===== src/rtl/sarPkg.sv =====
package sarPkg;
  // Strobes from the sequencer to the datapath, one cycle each
  typedef struct packed {
    logic clear;    // zero the trial code
    logic setBit;   // raise the trial bit under test
    logic decide;   // keep or drop the trial bit under test
    logic load;     // copy the finished trial code into the result
    logic ptrHigh;  // point the reader at the high byte
    logic ptrStep;  // advance the byte pointer after a read
  } strobes_t;
endpackage


===== src/rtl/sarSync.sv =====
module sarSync #(
  parameter int WIDTH  = 3,
  parameter int STAGES = 2
) (
  input  logic             clk,
  input  logic             rstN,
  input  logic [WIDTH-1:0] din,
  output logic [WIDTH-1:0] dout
);
  logic [WIDTH-1:0] pipe [STAGES];

  genvar s;
  generate
    for (s = 0; s < STAGES; s++) begin : g_stage
      if (s == 0) begin : g_first
        always_ff @(posedge clk or negedge rstN) begin
          if (!rstN) pipe[0] <= '1;
          else       pipe[0] <= din;
        end
      end else begin : g_next
        always_ff @(posedge clk or negedge rstN) begin
          if (!rstN) pipe[s] <= '1;
          else       pipe[s] <= pipe[s-1];
        end
      end
    end
  endgenerate

  assign dout = pipe[STAGES-1];
endmodule


===== src/rtl/sarCtrl.sv =====
module sarCtrl
  import sarPkg::*;
#(
  parameter int BITS      = 10,
  parameter int STEP_CLKS = 8,
  parameter int PHASES    = 8,
  localparam int IDXW     = $clog2(BITS),
  localparam int STEPW    = $clog2(STEP_CLKS),
  localparam int PHW      = $clog2(PHASES)
) (
  input  logic            clk,
  input  logic            rstN,
  input  logic            csS,
  input  logic            wrS,
  input  logic            rdS,
  output strobes_t        strb,
  output logic [IDXW-1:0] bitIdx,
  output logic            intrN
);
  typedef enum logic [2:0] {ST_IDLE, ST_HOLD, ST_ALIGN, ST_CONV, ST_DONE} state_t;

  localparam logic [PHW-1:0]   PH_LAST   = PHW'(PHASES - 1);
  localparam logic [STEPW-1:0] STEP_LAST = STEPW'(STEP_CLKS - 1);
  localparam logic [IDXW-1:0]  IDX_TOP   = IDXW'(BITS - 1);

  state_t           state, stateNx;
  logic [PHW-1:0]   phaseCnt;
  logic [STEPW-1:0] stepCnt;
  logic             wrQ, rdQ;
  logic             hold, wrFall, rdFall, rdRise;

  assign hold   = !csS && !wrS;
  assign wrFall = wrQ && !wrS && !csS;
  assign rdFall = rdQ && !rdS && !csS;
  assign rdRise = !rdQ && rdS && !csS;

  always_comb begin
    stateNx      = state;
    strb         = '0;
    strb.ptrStep = rdRise;
    if (hold) begin
      stateNx    = ST_HOLD;
      strb.clear = 1'b1;
    end else begin
      unique case (state)
        ST_HOLD: begin
          stateNx      = ST_ALIGN;
          strb.clear   = 1'b1;
          strb.ptrHigh = 1'b1;
        end
        ST_ALIGN: if (phaseCnt == PH_LAST) stateNx = ST_CONV;
        ST_CONV: begin
          if (stepCnt == '0) strb.setBit = 1'b1;
          if (stepCnt == STEP_LAST) begin
            strb.decide = 1'b1;
            if (bitIdx == '0) stateNx = ST_DONE;
          end
        end
        ST_DONE: begin
          strb.load    = 1'b1;
          strb.ptrHigh = 1'b1;
          stateNx      = ST_IDLE;
        end
        default: stateNx = ST_IDLE;
      endcase
    end
  end

  always_ff @(posedge clk or negedge rstN) begin
    if (!rstN) begin
      state    <= ST_IDLE;
      phaseCnt <= '0;
      stepCnt  <= '0;
      bitIdx   <= IDX_TOP;
      wrQ      <= 1'b1;
      rdQ      <= 1'b1;
      intrN    <= 1'b1;
    end else begin
      state    <= stateNx;
      phaseCnt <= phaseCnt + 1'b1;
      wrQ      <= wrS;
      rdQ      <= rdS;
      if (state == ST_CONV && !hold) begin
        if (stepCnt == STEP_LAST) begin
          stepCnt <= '0;
          bitIdx  <= bitIdx - 1'b1;
        end else begin
          stepCnt <= stepCnt + 1'b1;
        end
      end else begin
        stepCnt <= '0;
        bitIdx  <= IDX_TOP;
      end
      if (strb.load)             intrN <= 1'b0;
      else if (wrFall || rdFall) intrN <= 1'b1;
    end
  end


  bit_walk_chk: assert property (@(posedge clk) disable iff (!rstN)
    (strb.decide && bitIdx != '0) |=> bitIdx == IDXW'($past(bitIdx) - 1'b1));


  full_search_chk: assert property (@(posedge clk) disable iff (!rstN)
    strb.load |-> ($past(strb.decide) && $past(bitIdx) == '0));


  intr_raise_chk: assert property (@(posedge clk) disable iff (!rstN)
    strb.load |=> !intrN);
endmodule


===== src/rtl/sarData.sv =====
module sarData
  import sarPkg::*;
#(
  parameter int BITS      = 10,
  parameter int BUSW      = 8,
  localparam int IDXW     = $clog2(BITS),
  localparam int LOW_BITS = BITS - BUSW
) (
  input  logic            clk,
  input  logic            rstN,
  input  strobes_t        strb,
  input  logic [IDXW-1:0] bitIdx,
  input  logic            cmpAbove,
  output logic [BITS-1:0] trial,
  output logic [BUSW-1:0] dataByte
);
  logic [BITS-1:0] result;
  logic            ptrLow;
  logic [BUSW-1:0] hiByte, loByte;

  always_ff @(posedge clk or negedge rstN) begin
    if (!rstN)                         trial <= '0;
    else if (strb.clear)               trial <= '0;
    else if (strb.setBit)              trial[bitIdx] <= 1'b1;
    else if (strb.decide && !cmpAbove) trial[bitIdx] <= 1'b0;
  end

  always_ff @(posedge clk or negedge rstN) begin
    if (!rstN)          result <= '0;
    else if (strb.load) result <= trial;
  end

  always_ff @(posedge clk or negedge rstN) begin
    if (!rstN)             ptrLow <= 1'b0;
    else if (strb.ptrHigh) ptrLow <= 1'b0;
    else if (strb.ptrStep) ptrLow <= !ptrLow;
  end

  assign hiByte   = result[BITS-1 -: BUSW];
  assign loByte   = {result[LOW_BITS-1:0], {(BUSW-LOW_BITS){1'b0}}};
  assign dataByte = ptrLow ? loByte : hiByte;


  hold_zero_chk: assert property (@(posedge clk) disable iff (!rstN)
    strb.clear |=> trial == '0);


  ptr_toggle_chk: assert property (@(posedge clk) disable iff (!rstN)
    (strb.ptrStep && !strb.ptrHigh) |=> ptrLow != $past(ptrLow));
endmodule


===== src/rtl/sarConvCtrl.sv =====
module sarConvCtrl #(
  parameter int BITS      = 10,
  parameter int BUSW      = 8,
  parameter int STEP_CLKS = 8,
  parameter int PHASES    = 8,
  parameter int SYNC      = 2
) (
  input  logic            clk,
  input  logic            rstN,
  input  logic            csN,
  input  logic            wrN,
  input  logic            rdN,
  input  logic            cmpAbove,
  output logic [BITS-1:0] trialCode,
  output logic            intrN,
  output logic [BUSW-1:0] dataOut,
  output logic            dataOe
);
  localparam int IDXW = $clog2(BITS);

  sarPkg::strobes_t strb;
  logic [IDXW-1:0]  bitIdx;
  logic [2:0]       pinSync;
  logic [BUSW-1:0]  dataByte;

  sarSync #(.WIDTH(3), .STAGES(SYNC)) u_sync (
    .clk (clk),
    .rstN(rstN),
    .din ({csN, wrN, rdN}),
    .dout(pinSync)
  );

  sarCtrl #(.BITS(BITS), .STEP_CLKS(STEP_CLKS), .PHASES(PHASES)) u_ctrl (
    .clk   (clk),
    .rstN  (rstN),
    .csS   (pinSync[2]),
    .wrS   (pinSync[1]),
    .rdS   (pinSync[0]),
    .strb  (strb),
    .bitIdx(bitIdx),
    .intrN (intrN)
  );

  sarData #(.BITS(BITS), .BUSW(BUSW)) u_data (
    .clk     (clk),
    .rstN    (rstN),
    .strb    (strb),
    .bitIdx  (bitIdx),
    .cmpAbove(cmpAbove),
    .trial   (trialCode),
    .dataByte(dataByte)
  );

  assign dataOe  = !csN && !rdN;
  assign dataOut = dataOe ? dataByte : '0;


  bus_quiet_chk: assert property (@(posedge clk) disable iff (!rstN)
    (csN || rdN) |-> (dataOut == '0));
endmodule


===== config.mk =====
export PLATFORM = sky130hd
export DESIGN_NAME = sarConvCtrl
export DESIGN_NICKNAME = d
export VERILOG_FILES = /design/src/rtl/sarPkg.sv /design/src/rtl/sarSync.sv /design/src/rtl/sarCtrl.sv /design/src/rtl/sarData.sv /design/src/rtl/sarConvCtrl.sv
export SDC_FILE = /design/constraint.sdc
export NUM_CORES = 1
export LEC_CHECK = 0
export BUFFER_PORTS_ARGS = -buffer_cell sky130_fd_sc_hd__buf_2
export CAP_MARGIN = 5
export CORE_MARGIN = 3
export CORE_UTILIZATION = 45
export CTS_CLUSTER_DIAMETER = 50
export CTS_CLUSTER_SIZE = 14
export DETAILED_ROUTE_END_ITERATION = 6
export PLACE_DENSITY = 0.7
export SYNTH_ARGS = -nofsm -noshare
export SYNTH_HDL_FRONTEND = slang
export SYNTH_SLANG_ARGS = --single-unit
export TNS_END_PERCENT = 10

===== constraint.sdc =====
create_clock -name clk -period 3 [get_ports clk]
set_input_delay 0.45 -clock clk [delete_from_list [all_inputs] [get_ports clk]]
set_output_delay 0.45 -clock clk [all_outputs]
set_load 0.005 [all_outputs]

==> impl_metrics.csv <==
group,metric,value,unit
yosys,synth_top_family_by_area,"simple AND/OR/NAND/NOR gates",
clock_tree,clkTransAtPathRegs,0.08,ns
timing,fmax,517,MHz
route,vias,1300,
floorplanning,die_h,72.1,microns
clock_tree,postCtsSetupBuffers,0,
grt,grt_max_degree,44,
yosys,synth-edff-count,0,
clock_tree,clk_path_buf_depth,2,
timing,finalSetupTns,0,ns
critical_path,crit_required,2.55,ns
finish,final_layout_size_suffix_gt1_frac,0.323,
power_and_ir_drop,vdd_ir_drop_max,208,uV
place,dp_hpwl,2.60,mm
yosys,synth_fa_ha_area_frac,0.0637,
clock_tree,cts_sinks,43,
yosys,yosysUniqueCellTypes,40,
route,drt_iter0_markers,71,
timing,finalHoldViolations,0,
yosys,synthesis.area,1960,sq um
yosys,synthMuxAreaShare,0.0784,
route,via_per_inst,5.44,
critical_path,rr_startpoint,"u_ctrl.stepCnt[0]",
yosys,synth_cells,160,
clock_tree,cts_buffers,5,
grt,grt_pass1_wl,6.33,mm
status,status,"finished, final reports clean",
place,place.gp.congestion,0.838,
floorplanning,core,4120,sq um
min_path,whs_path_depth,1,
route,firstDrtPassIters,4,
floorplanning,ios,26,
timing,tightestPinTransition,0.920,ns
yosys,yosysSeqAreaShare,0.555,
route,wl,3.55,mm
yosys,yosysWarnings,0,
timing,min_period,1.94,ns
timing,slew_viol_final,0,
clock_tree,clk_latency,0.29,ns
yosys,synthXorXnorAreaFrac,0.0178,
critical_path,r2r_cells,6,
timing,finalClockSkew,0.00823,ns
critical_path,path_class,"register to output port",
yosys,synth_top_area_share,0.408,
route,wl_per_cell,14.8,microns
timing,fin_crit_sh,0.645,
clock_tree,htree_levels,2,
power_and_ir_drop,powerDensity,561,nW/um^2
critical_path,cp-end-kind,"output port",
power_and_ir_drop,p_leak,1.08,nW
power_and_ir_drop,fin_total_pwr,1.26,mW
yosys,ys_ff_latch,43,
clock_tree,cts_tree,"done",
min_path,hold_start,"wrN",
clock_tree,postCtsHoldBufs,0,
clock_tree,ctsResizeCount,0,
floorplanning,die_w,72.1,microns
critical_path,cp.arrival,1.49,ns
route,postRouteAntennaNets,0,
grt,track_usage,0.156,
yosys,synth_compound_area_frac,0.0848,
yosys,ys.flop_type,"dfrtp_1",
yosys,syn_nets,176,
grt,grt_overflow,0,
yosys,yosysTopAreaCell,"dfrtp_1",
floorplanning,num_rows,23,
critical_path,cp-start-kind,"register",
yosys,synthArstFlopShare,1.00,
flow_run,cap_violations,0,
finish,fin_nets,204,
yosys,netlist_top_cells_area,"dfrtp_1, dfstp_2, ha_1",
critical_path,critical_path_peak_fanout,6,
yosys,synth-simple-area-share,0.169,
place,io_buffer_count,25,
finish,syn_to_final_growth,14.5,%
floorplanning,die_area,5190,sq um
yosys,syn_area_per_cell,12.3,sq um
grt,first_global_vias,1323,
timing,rsz0062_at_grt,"no",
clock_tree,clockRootBuffer,"clkbuf_8",
grt,antenna_found_initial,0,
timing,slew_headroom,0.387,
yosys,ys_top_cells_by_count,"dfrtp_1, dfstp_2, mux2_2, nor2_1, ha_1",
floorplanning,start_util,0.477,
timing,setup_viol,0,
critical_path,crit_start,"u_data.ptrLow",
yosys,synth_most_common_cell,"dfrtp_1",
min_path,hold_class,"input pin to register",
route,drc,0,
finish,num_antenna_cells,0,
==> stage by stage <==
stage	hold slack, ns	utilization	setup slack (ns)	cells	area, sq um
after detailed placement	0.347	0.514	1.18	231	2120
after CTS	0.243	0.546	1.04	239	2250
after global routing	0.245	0.546	0.883	239	2250
after global placement	0.347	0.514	1.26	231	2120
final	0.252	0.546	1.06	239	2250
after floorplan	0.154	-	1.35	160	1960
==> routing by layer <==
metal | GRT usage | wire (microns) | vias up | part of all wire
met5 | 0 | 0 | - | 0
met4 | 0.0668 | 66 | 0 | 0.019
met3 | 0.0374 | 151 | 8 | 0.043
met2 | 0.247 | 1680 | 29 | 0.47
met1 | 0.206 | 1650 | 635 | 0.47
li1 | - | - | 628 | -
==> layout make-up <==
cell class                      count  area, sq um
Clock inverter                      2         60.1
Timing Repair Buffer               26          133
Clock buffer                        6         72.6
Tap cell                           50         62.6
Sequential cell                    43         1090
Inverter                            5         18.8
Multi-Input combinational cell    107          812
Fill cell                         361         1870
==> cells by family (layout without fill, tap and decap cells) <==
family                     count (synthesis)  count (layout)
and+or+nand+nor                           58              58
DFF                                       43              43
AOI/OAI and AO/OA                         21              21
muxes                                     14              14
adders and majority gates                 10              10
buffers and inverters                     10              39
xor gates and xnor gates                   4               4
==> flip-flops by register name, summed over array words and instances, names as in the netlist <==
signal,cells
u_data.ptrLow,1
u_ctrl.bitIdx,4
u_sync.dout,3
u_data.trial,10
u_data.result,10
u_sync.pipe,3
u_ctrl.intrN,1
u_ctrl.phaseCnt,3
u_ctrl.stepCnt,3
u_ctrl.rdQ,1
u_ctrl.wrQ,1
u_ctrl.state,3
==> worst max-delay path, cell delays in order, from the launching register on <==
cell	delay (ns)
dfrtp_1	0.44
nor3_1	0.44
and2_1	0.20
buf_2	0.11
==> cell usage in the layout (no fill, tap or decap), types with 3 or more instances in the layout <==
cell type	synthesis	routed
inv_1	5	5
nor3_1	6	6
ha_1	10	10
nand2_1	9	9
clkbuf_8	0	5
xnor2_1	3	3
o311ai_1	4	4
nand4_1	4	4
mux2_2	11	11
nor2_1	11	11
mux2i_1	3	3
a32o_1	4	4
o21ai_1	5	5
buf_2	1	25
dfrtp_1	32	32
dfstp_2	11	11
nand2b_1	6	6
and2_1	6	6
==> power breakdown <==
part / leakage [nW] / internal (mW) / switching (mW)
Sequential: 0.549 / 0.607 / 0.0259
Clock: 0.0654 / 0.333 / 0.186
Combinational: 0.465 / 0.0429 / 0.0683
Total: 1.08 / 0.982 / 0.280
==> path summary, 6_finish.rpt <==
kind                                     endpoint  slack, ns
min in group asynchronous         u_data.trial[9]       0.29
max in group asynchronous       u_ctrl.stepCnt[1]       2.14
worst min register to register     u_sync.dout[1]       0.36
worst max-delay path                   dataOut[2]       1.06
worst max register to register    u_data.trial[5]       1.20
worst min-delay path               u_sync.pipe[4]       0.25
No activity file was read; power rests on OpenSTA's default activity.
